[config.mk]
export PLATFORM = sky130hd
export DESIGN_NAME = tapdrift_ctrl
export DESIGN_NICKNAME = d
export VERILOG_FILES = /design/src/rtl/tapdrift_pkg.sv /design/src/rtl/tapdrift_decode.sv /design/src/rtl/tapdrift_step.sv /design/src/rtl/tapdrift_ctrl.sv
export SDC_FILE = /design/constraint.sdc
export NUM_CORES = 1
export LEC_CHECK = 0
export BUFFER_PORTS_ARGS = -buffer_cell sky130_fd_sc_hd__buf_4
export CORE_MARGIN = 3
export CORE_UTILIZATION = 28
export CTS_CLUSTER_SIZE = 30
export DETAILED_ROUTE_END_ITERATION = 7
export PLACE_DENSITY = 0.73
export SYNTH_ARGS = -nofsm -noshare
export SYNTH_HDL_FRONTEND = slang
export SYNTH_SLANG_ARGS = --single-unit
[constraint.sdc]
create_clock -name clk -period 2.8 [get_ports clk]
set_input_delay 0.7 -clock clk [delete_from_list [all_inputs] [get_ports clk]]
set_output_delay 0.7 -clock clk [all_outputs]
set_load 0.01 [all_outputs]
[src/rtl/tapdrift_pkg.sv]
package tapdrift_pkg;

    localparam int REQ_W        = 3;
    localparam int CMP_W        = 32;
    localparam int REQ_DOWN_BIT = 0;
    localparam int REQ_UP_BIT   = 1;
    localparam int REQ_ERR_BIT  = 2;
    localparam int CMP_DOWN_BIT = 8;
    localparam int CMP_UP_BIT   = 24;

    typedef enum logic [1:0] {
        ACT_NONE   = 2'd0,
        ACT_UP     = 2'd1,
        ACT_DOWN   = 2'd2,
        ACT_RETUNE = 2'd3
    } tap_act_e;

    typedef struct packed {
        tap_act_e act;
        logic     clear;
    } tap_dec_t;

    localparam tap_dec_t DEC_IDLE = '{act: ACT_NONE, clear: 1'b0};

    // Single-edge modes: error first, then up, then down.
    function automatic tap_dec_t decode_normal(input logic [REQ_W-1:0] rw);
        tap_dec_t d;
        d.clear = 1'b1;
        if (rw[REQ_ERR_BIT])      d.act = ACT_RETUNE;
        else if (rw[REQ_UP_BIT])  d.act = ACT_UP;
        else if (rw[REQ_DOWN_BIT]) d.act = ACT_DOWN;
        else                      d.act = ACT_NONE;
        return d;
    endfunction

    // Strobe-based mode: command compare bits only; both set is an error.
    function automatic tap_dec_t decode_strobe(input logic [CMP_W-1:0] cw);
        tap_dec_t d;
        d.clear = 1'b1;
        unique case ({cw[CMP_UP_BIT], cw[CMP_DOWN_BIT]})
            2'b11:   d.act = ACT_RETUNE;
            2'b10:   d.act = ACT_UP;
            2'b01:   d.act = ACT_DOWN;
            default: d.act = ACT_NONE;
        endcase
        return d;
    endfunction

    // Automatic correction: only the error flag matters.
    function automatic tap_dec_t decode_auto(input logic [REQ_W-1:0] rw);
        tap_dec_t d;
        d.act   = rw[REQ_ERR_BIT] ? ACT_RETUNE : ACT_NONE;
        d.clear = rw[REQ_ERR_BIT];
        return d;
    endfunction

endpackage

[src/rtl/tapdrift_decode.sv]
module tapdrift_decode
    import tapdrift_pkg::*;
(
    input  logic             fire,
    input  logic [REQ_W-1:0] req_word,
    input  logic [CMP_W-1:0] cmp_word,
    input  logic             strobe_mode,
    input  logic             four_tap,
    input  logic             auto_en,
    input  logic             sweep_active,
    output tap_dec_t         dec
);

    logic skip;
    assign skip = sweep_active | (strobe_mode & four_tap);

    always_comb begin
        if (!fire || skip)    dec = DEC_IDLE;
        else if (auto_en)     dec = decode_auto(req_word);
        else if (strobe_mode) dec = decode_strobe(cmp_word);
        else                  dec = decode_normal(req_word);
    end

endmodule

[src/rtl/tapdrift_step.sv]
module tapdrift_step #(
    parameter int TAPS = 8,
    parameter int TAPW = (TAPS > 1) ? $clog2(TAPS) : 1
) (
    input  logic            clk,
    input  logic            rst,
    input  logic            load,
    input  logic [TAPW-1:0] load_val,
    input  logic            inc,
    input  logic            dec,
    output logic [TAPW-1:0] tap
);

    localparam logic [TAPW-1:0] TOP      = TAPW'(TAPS - 1);
    localparam bit              IS_POW2  = ((TAPS & (TAPS - 1)) == 0);

    logic [TAPW-1:0] tap_plus;
    logic [TAPW-1:0] tap_minus;
    logic [TAPW-1:0] load_mod;

    generate
        if (IS_POW2) begin : g_pow2
            assign tap_plus  = tap + 1'b1;
            assign tap_minus = tap - 1'b1;
            assign load_mod  = load_val;
        end else begin : g_gen
            assign tap_plus  = (tap == TOP) ? '0 : tap + 1'b1;
            assign tap_minus = (tap == '0) ? TOP : tap - 1'b1;
            assign load_mod  = TAPW'(int'(load_val) % TAPS);
        end
    endgenerate

    always_ff @(posedge clk) begin
        if (rst)       tap <= '0;
        else if (load) tap <= load_mod;
        else if (inc)  tap <= tap_plus;
        else if (dec)  tap <= tap_minus;
    end

    assert_tap_range_R5: assert property (@(posedge clk) disable iff (rst)
        int'(tap) < TAPS);

    assert_inc_wrap_R5: assert property (@(posedge clk) disable iff (rst)
        (inc && !load) |=> tap == (($past(tap) == TOP) ? '0 : $past(tap) + 1'b1));

    assert_dec_wrap_R5: assert property (@(posedge clk) disable iff (rst)
        (dec && !inc && !load) |=> tap == (($past(tap) == '0) ? TOP : $past(tap) - 1'b1));

endmodule

[src/rtl/tapdrift_ctrl.sv]
module tapdrift_ctrl
    import tapdrift_pkg::*;
#(
    parameter int TAPS = 8,
    parameter int TAPW = (TAPS > 1) ? $clog2(TAPS) : 1
) (
    input  logic             clk,
    input  logic             rst,
    input  logic             tap_load,
    input  logic [TAPW-1:0]  tap_load_val,
    input  logic             req_valid,
    input  logic [REQ_W-1:0] req_word,
    input  logic [CMP_W-1:0] cmp_word,
    input  logic             strobe_mode,
    input  logic             four_tap,
    input  logic             auto_en,
    input  logic             sweep_active,
    output logic [TAPW-1:0]  tap_cur,
    output logic [TAPW-1:0]  tap_out,
    output logic             tap_upd,
    output logic             retune_req,
    output logic             req_clear
);

    logic     req_q;
    logic     fire;
    tap_dec_t dec;
    logic     step_up;
    logic     step_dn;

    // Edge detect: one action per request pulse; a load masks the edge.
    always_ff @(posedge clk) begin
        if (rst) req_q <= 1'b0;
        else     req_q <= req_valid;
    end
    assign fire = req_valid & ~req_q & ~tap_load;

    tapdrift_decode u_decode (
        .fire         (fire),
        .req_word     (req_word),
        .cmp_word     (cmp_word),
        .strobe_mode  (strobe_mode),
        .four_tap     (four_tap),
        .auto_en      (auto_en),
        .sweep_active (sweep_active),
        .dec          (dec)
    );

    assign step_up = (dec.act == ACT_UP);
    assign step_dn = (dec.act == ACT_DOWN);

    tapdrift_step #(.TAPS(TAPS), .TAPW(TAPW)) u_step (
        .clk      (clk),
        .rst      (rst),
        .load     (tap_load),
        .load_val (tap_load_val),
        .inc      (step_up),
        .dec      (step_dn),
        .tap      (tap_cur)
    );

    always_ff @(posedge clk) begin
        if (rst) begin
            tap_upd    <= 1'b0;
            retune_req <= 1'b0;
            req_clear  <= 1'b0;
        end else begin
            tap_upd    <= step_up | step_dn;
            retune_req <= (dec.act == ACT_RETUNE);
            req_clear  <= dec.clear;
        end
    end

    generate
        if (TAPW > 1) begin : g_half
            assign tap_out = four_tap ? {1'b0, tap_cur[TAPW-1:1]} : tap_cur;
        end else begin : g_single
            assign tap_out = four_tap ? 1'b0 : tap_cur;
        end
    endgenerate

    assert_upd_retune_excl_R9: assert property (@(posedge clk) disable iff (rst)
        !(tap_upd && retune_req));

    assert_upd_single_R9: assert property (@(posedge clk) disable iff (rst)
        tap_upd |=> !tap_upd);

    assert_tap_hold_R9: assert property (@(posedge clk) disable iff (rst)
        (!tap_upd && !$past(tap_load)) |-> $stable(tap_cur));

    assert_sweep_skip_R11: assert property (@(posedge clk) disable iff (rst)
        $past(sweep_active) |-> (!tap_upd && !retune_req && !req_clear));

    assert_auto_clear_R12: assert property (@(posedge clk) disable iff (rst)
        ($past(auto_en) && req_clear) |-> (retune_req && !tap_upd));

endmodule

Word-level counts from Yosys, hierarchy flattened

Index checks and enable logic that the tools add are counted.

Flip-flop bits (word level): 7
Logic and storage cells: 36
Output and inout bits: 9
Bits of input ports: 46

Bitwise operators: 7
Reductions and logical operators: 4
Eq/ne operators: 6
Mux-type cells: 12
$add $sub $neg: 2

Operators with widths:

| kind                | count |
|---|---|
| $mux 3              | 7 |
| $eq 2x2->1 const B  | 4 |
| $mux 2              | 4 |
| $pmux 2 s3          | 1 |
| $eq 2x1->1 const B  | 2 |
| $add 3x1->3 const B | 1 |
| $and 1x1->1         | 3 |
| $reduce_bool 3->1   | 1 |
| $sub 3x1->3 const B | 1 |
| $not 1->1           | 2 |
| $or 1x1->1          | 2 |
| $reduce_or 2->1     | 1 |
| $logic_not 1->1     | 1 |
| $logic_or 1x1->1    | 1 |

Depth between registers and ports, before layout

Depth after elaboration: 10
Depth in mapped cells: 9
Depth with buffers taken out: 9

Cells and area by module

A second synthesis with hierarchy kept.

Cells, all modules: 51
Area, all modules: 457.9 um^2

Modules (own cells, without submodules):

| module          | seq. area each (um^2) | times used | area an instance (um^2) | cells each |
|---|---|---|---|---|
| tapdrift_step   | 60.1                  | 1          | 196.4                   | 23 |
| tapdrift_ctrl   | 80.1                  | 1          | 191.4                   | 17 |
| tapdrift_decode | 0.0                   | 1          | 70.1                    | 11 |

Least setup slack after synthesis

Ideal clock, no wire load.

Kind: input-to-reg
Start point: in tap_load
End point: reg u_step.tap[2]
Buffers on the path: 0
Stages: 9
Slack: 0.046 ns
Data arrival time: 2.680 ns
Cells stage by stage: nor4b_2 > nand2_1 > nor3_1 > ha_1 > inv_1 > fa_1 > or3b_1 > nand2b_1 > a31oi_1

Longest elaborated chain between the ends: 8
Elaborated cells between the ends (all ways): 10
Those cells by class: eq/ne (2); mux (3); bitwise (2); reduce/logical (3)

Ends and longest elaborated chain:

| what                 | line                  | RTL |
|---|---|---|
| start, declared      | tapdrift_ctrl.sv:9    | `input logic tap_load,` |
| $not 1->1            | tapdrift_ctrl.sv:36   | `assign fire = req_valid & ~req_q & ~tap_load;` |
| $and 1x1->1          | tapdrift_ctrl.sv:36   |  |
| $logic_not 1->1      | tapdrift_decode.sv:18 | `if (!fire \|\| skip) dec = DEC_IDLE;` |
| $logic_or 1x1->1     | tapdrift_decode.sv:18 |  |
| $mux 3               | tapdrift_decode.sv:18 |  |
| $eq 2x1->1           | tapdrift_ctrl.sv:49   | `assign step_up = (dec.act == ACT_UP);` |
| $mux 3               | tapdrift_step.sv:36   | `else if (inc) tap <= tap_plus;` |
| $mux 3               | tapdrift_step.sv:35   | `else if (load) tap <= load_mod;` |
| end signal, assigned | tapdrift_step.sv:35   |  |
| end signal, assigned | tapdrift_step.sv:36   |  |
| end signal, assigned | tapdrift_step.sv:37   | `else if (dec) tap <= tap_minus;` |
| end, declared        | tapdrift_step.sv:11   | `output logic [TAPW-1:0] tap` |

Parallel ways exist; a longest one is shown, timed or not.
A chain may end at the register's enable or synchronous reset.

Worst setup path in the final report

Same ends and word-level chain as after synthesis.

==> impl_metrics.toml <==
[logic_synthesis]
synth_edf_count = 0
synth-seq-cells = 7
yosys_warnings = 0
yosysTopAreaCell = "dfxtp_1"
ys_seq_area_share_pct = 30.8
synth_flop_cell = "dfxtp_1"
synthCells = 53
avgSynthCellArea_um2 = 8.59
yosysTopAreaCellShare_pct = 30.8
synth_area_um2 = 455
synth_nets = 103
ys_types = 24
async_flop_share_pct = 0
synth_area_leaders = "dfxtp_1 31%, ha_1 8.2%, nor2b_1 5.5%"

[worst_setup_path]
worstSetupStartpointType = "primary input"
cp_slowest_cell = "or3b_1"
rrSetupSlack_ns = 0.46
cp_max_fo = 2
max_stage_delay_ns = 0.38
crit_chain = "buf_4, nor4b_2, nand2_1, nor3_2, ha_1, inv_1, fa_1, or3b_1, nand2b_1, a31oi_1"
cp.arrival_ns = 2.77
end_kind = "flip-flop"
crit_required_ns = 2.98
crit_type = "in2reg"

[clocking]
cts_tree = "done"
cts.clk_slew.worst_paths_ns = 0.06
cts_root_buffer = "clkbuf_4"
clkSinkCount = 7
cts_max_level = 1
clk_latency_ns = 0.25
cts_setup_buffers = 0
clk_path_buf_depth = 2
cts_hold_buf = 0
numCtsBuffers = 3

[drt]
avgViaCountPerCell = 4.79
drtPass1Iterations = 6
antenna_left = 0
dr_total_vias = 484
wl_per_cell_um = 11.6
drc_errors = 0
drtIter0Drc = 17
routed_wirelength_um = 1170

[die]
die_height_um = 46.3
ioPinCount = 55
row_count = 13
dieArea_um2 = 2150
core_area_um2 = 1420
start_util_pct = 32.2
dieWidth_um = 46.3

[global_routing]
grt_use_total_pct = 12.5
grt_pass1_vias = 456
gr-total-overflow = 0
grt_first_pass_wirelength_um = 1900
grt_max_degree = 8
grt_antenna_before_repair = 0

[cells_and_area]
final_cell_mix = "29 x buf_4, 7 x dfxtp_1, 6 x nor2_1"
final_common_cell = "buf_4"
antennaDiodeCount = 0
final_cell_area_um2 = 723
fill_cells = 144
multi_input_area_um2 = 309
syn_to_final_growth_pct = 58.8
drive_gt1_share_pct = 45.3
final_util_pct = 51.1
seq_area_um2 = 140
nets = 137

[timing]
post-route-worst-setup-slack_ns = 0.214
hold_viol = 0
report.final.slew_viol_count = 0
min_period_ns = 2.59
hold_ws_ns = 0.533
fin_crit_sh_pct = 92.3
setup_viol = 0
fin_skew_ns = 0.00751
rsz0062_at_grt = "no"
relSlewSlack_pct = 83.7
fmax_ghz = 0.387
tightest_slew_ns = 0.244

[place]
hpwl_um = 987
place_ws_ns = -0.118
gp_congestion = 0.776
portBuffers = 24
place_area_um2 = 692

[power_and_ir_drop]
peakVddDrop_mv = 0.134
power_density_nw_per_um2 = 371
power.total_mw = 0.269
p_leak_nw = 0.335

[outcome]
status = "completed"

[flow_run]
drv_cap = 0

[min_path]
hold_class = "reg2reg"
-- cells by family (layout without fill, tap and decap cells) --
family | Yosys count | in the layout | share of synthesized area (%)
adders and majority gates | 4 | 4 | 12.6
and+or+nand+nor | 27 | 27 | 33.0
DFF | 7 | 7 | 30.8
buffers and inverters | 3 | 36 | 2.47
muxes | 2 | 2 | 4.94
AOI/OAI and AO/OA | 10 | 10 | 16.2
-- through the flow --
stage | setup TNS (ns) | instances
after CTS | 0 | 101
after floorplan | 0 | 53
final | 0 | 101
after detailed placement | -0.118 | 97
after global placement | -0.0617 | 97
after global routing | 0 | 101
-- layer usage --
metal	track usage, %	share of wire, %	vias to the layer above
met4	8.52	1.5	0
li1	-	-	255
met3	1.17	7.4	2
met2	16.5	44	24
met1	18.5	47	203
met5	0	0	-
-- power breakdown --
| part | switching (mW) | leakage [nW] | internal (mW) |
|---|---|---|---|
| clock network | 0.0389 | 0.0150 | 0.0545 |
| registers | 0.00512 | 0.0574 | 0.104 |
| logic | 0.0269 | 0.263 | 0.0390 |
| total | 0.0710 | 0.335 | 0.198 |
-- flip-flops by register name (all words and copies together) (netlist names) --
register    cells
req_clear       1
req_q           1
u_step.tap      3
tap_upd         1
retune_req      1
-- final timing paths --
check	from	cells after the start	to
worst min-delay path	u_step.tap[2]$_SDFFE_PP0P_	2	u_step.tap[2]$_SDFFE_PP0P_
worst max-delay path	tap_load	10	u_step.tap[2]$_SDFFE_PP0P_
worst min register to register	u_step.tap[2]$_SDFFE_PP0P_	2	u_step.tap[2]$_SDFFE_PP0P_
worst max register to register	req_q$_SDFF_PP0_	9	u_step.tap[2]$_SDFFE_PP0P_
-- cells in the mapped netlist (all sizes together), types with 2 or more instances --
cell,instances
a21oi,2
nor2b,4
nor3,2
ha,3
o21ai,2
inv,3
mux2,2
dfxtp,7
nand2,5
nand2b,3
nor2,6
or3,2
-- area by class of cell --
class,instances,area share [%]
timing repair buffer,29,30.1
clock buffer,4,3.63
tap,15,2.60
sequential,7,19.4
inverter,3,1.56
multi-input combinational,43,42.7
-- timing repair --
action,in CTS,in global routing
endpoints found under the hold margin,0,0
gates resized for setup,0,1
setup endpoints to repair,0,1
-- worst max-delay path, delay by kind of cell --
| kind | cells | cell delay (ns) |
|---|---|---|
| compound gates | 1 | 0.15 |
| buf+inv | 2 | 0.18 |
| fa+ha+maj | 2 | 0.57 |
| simple gates | 5 | 1.17 |
No activity file was read; power rests on OpenSTA's default activity.
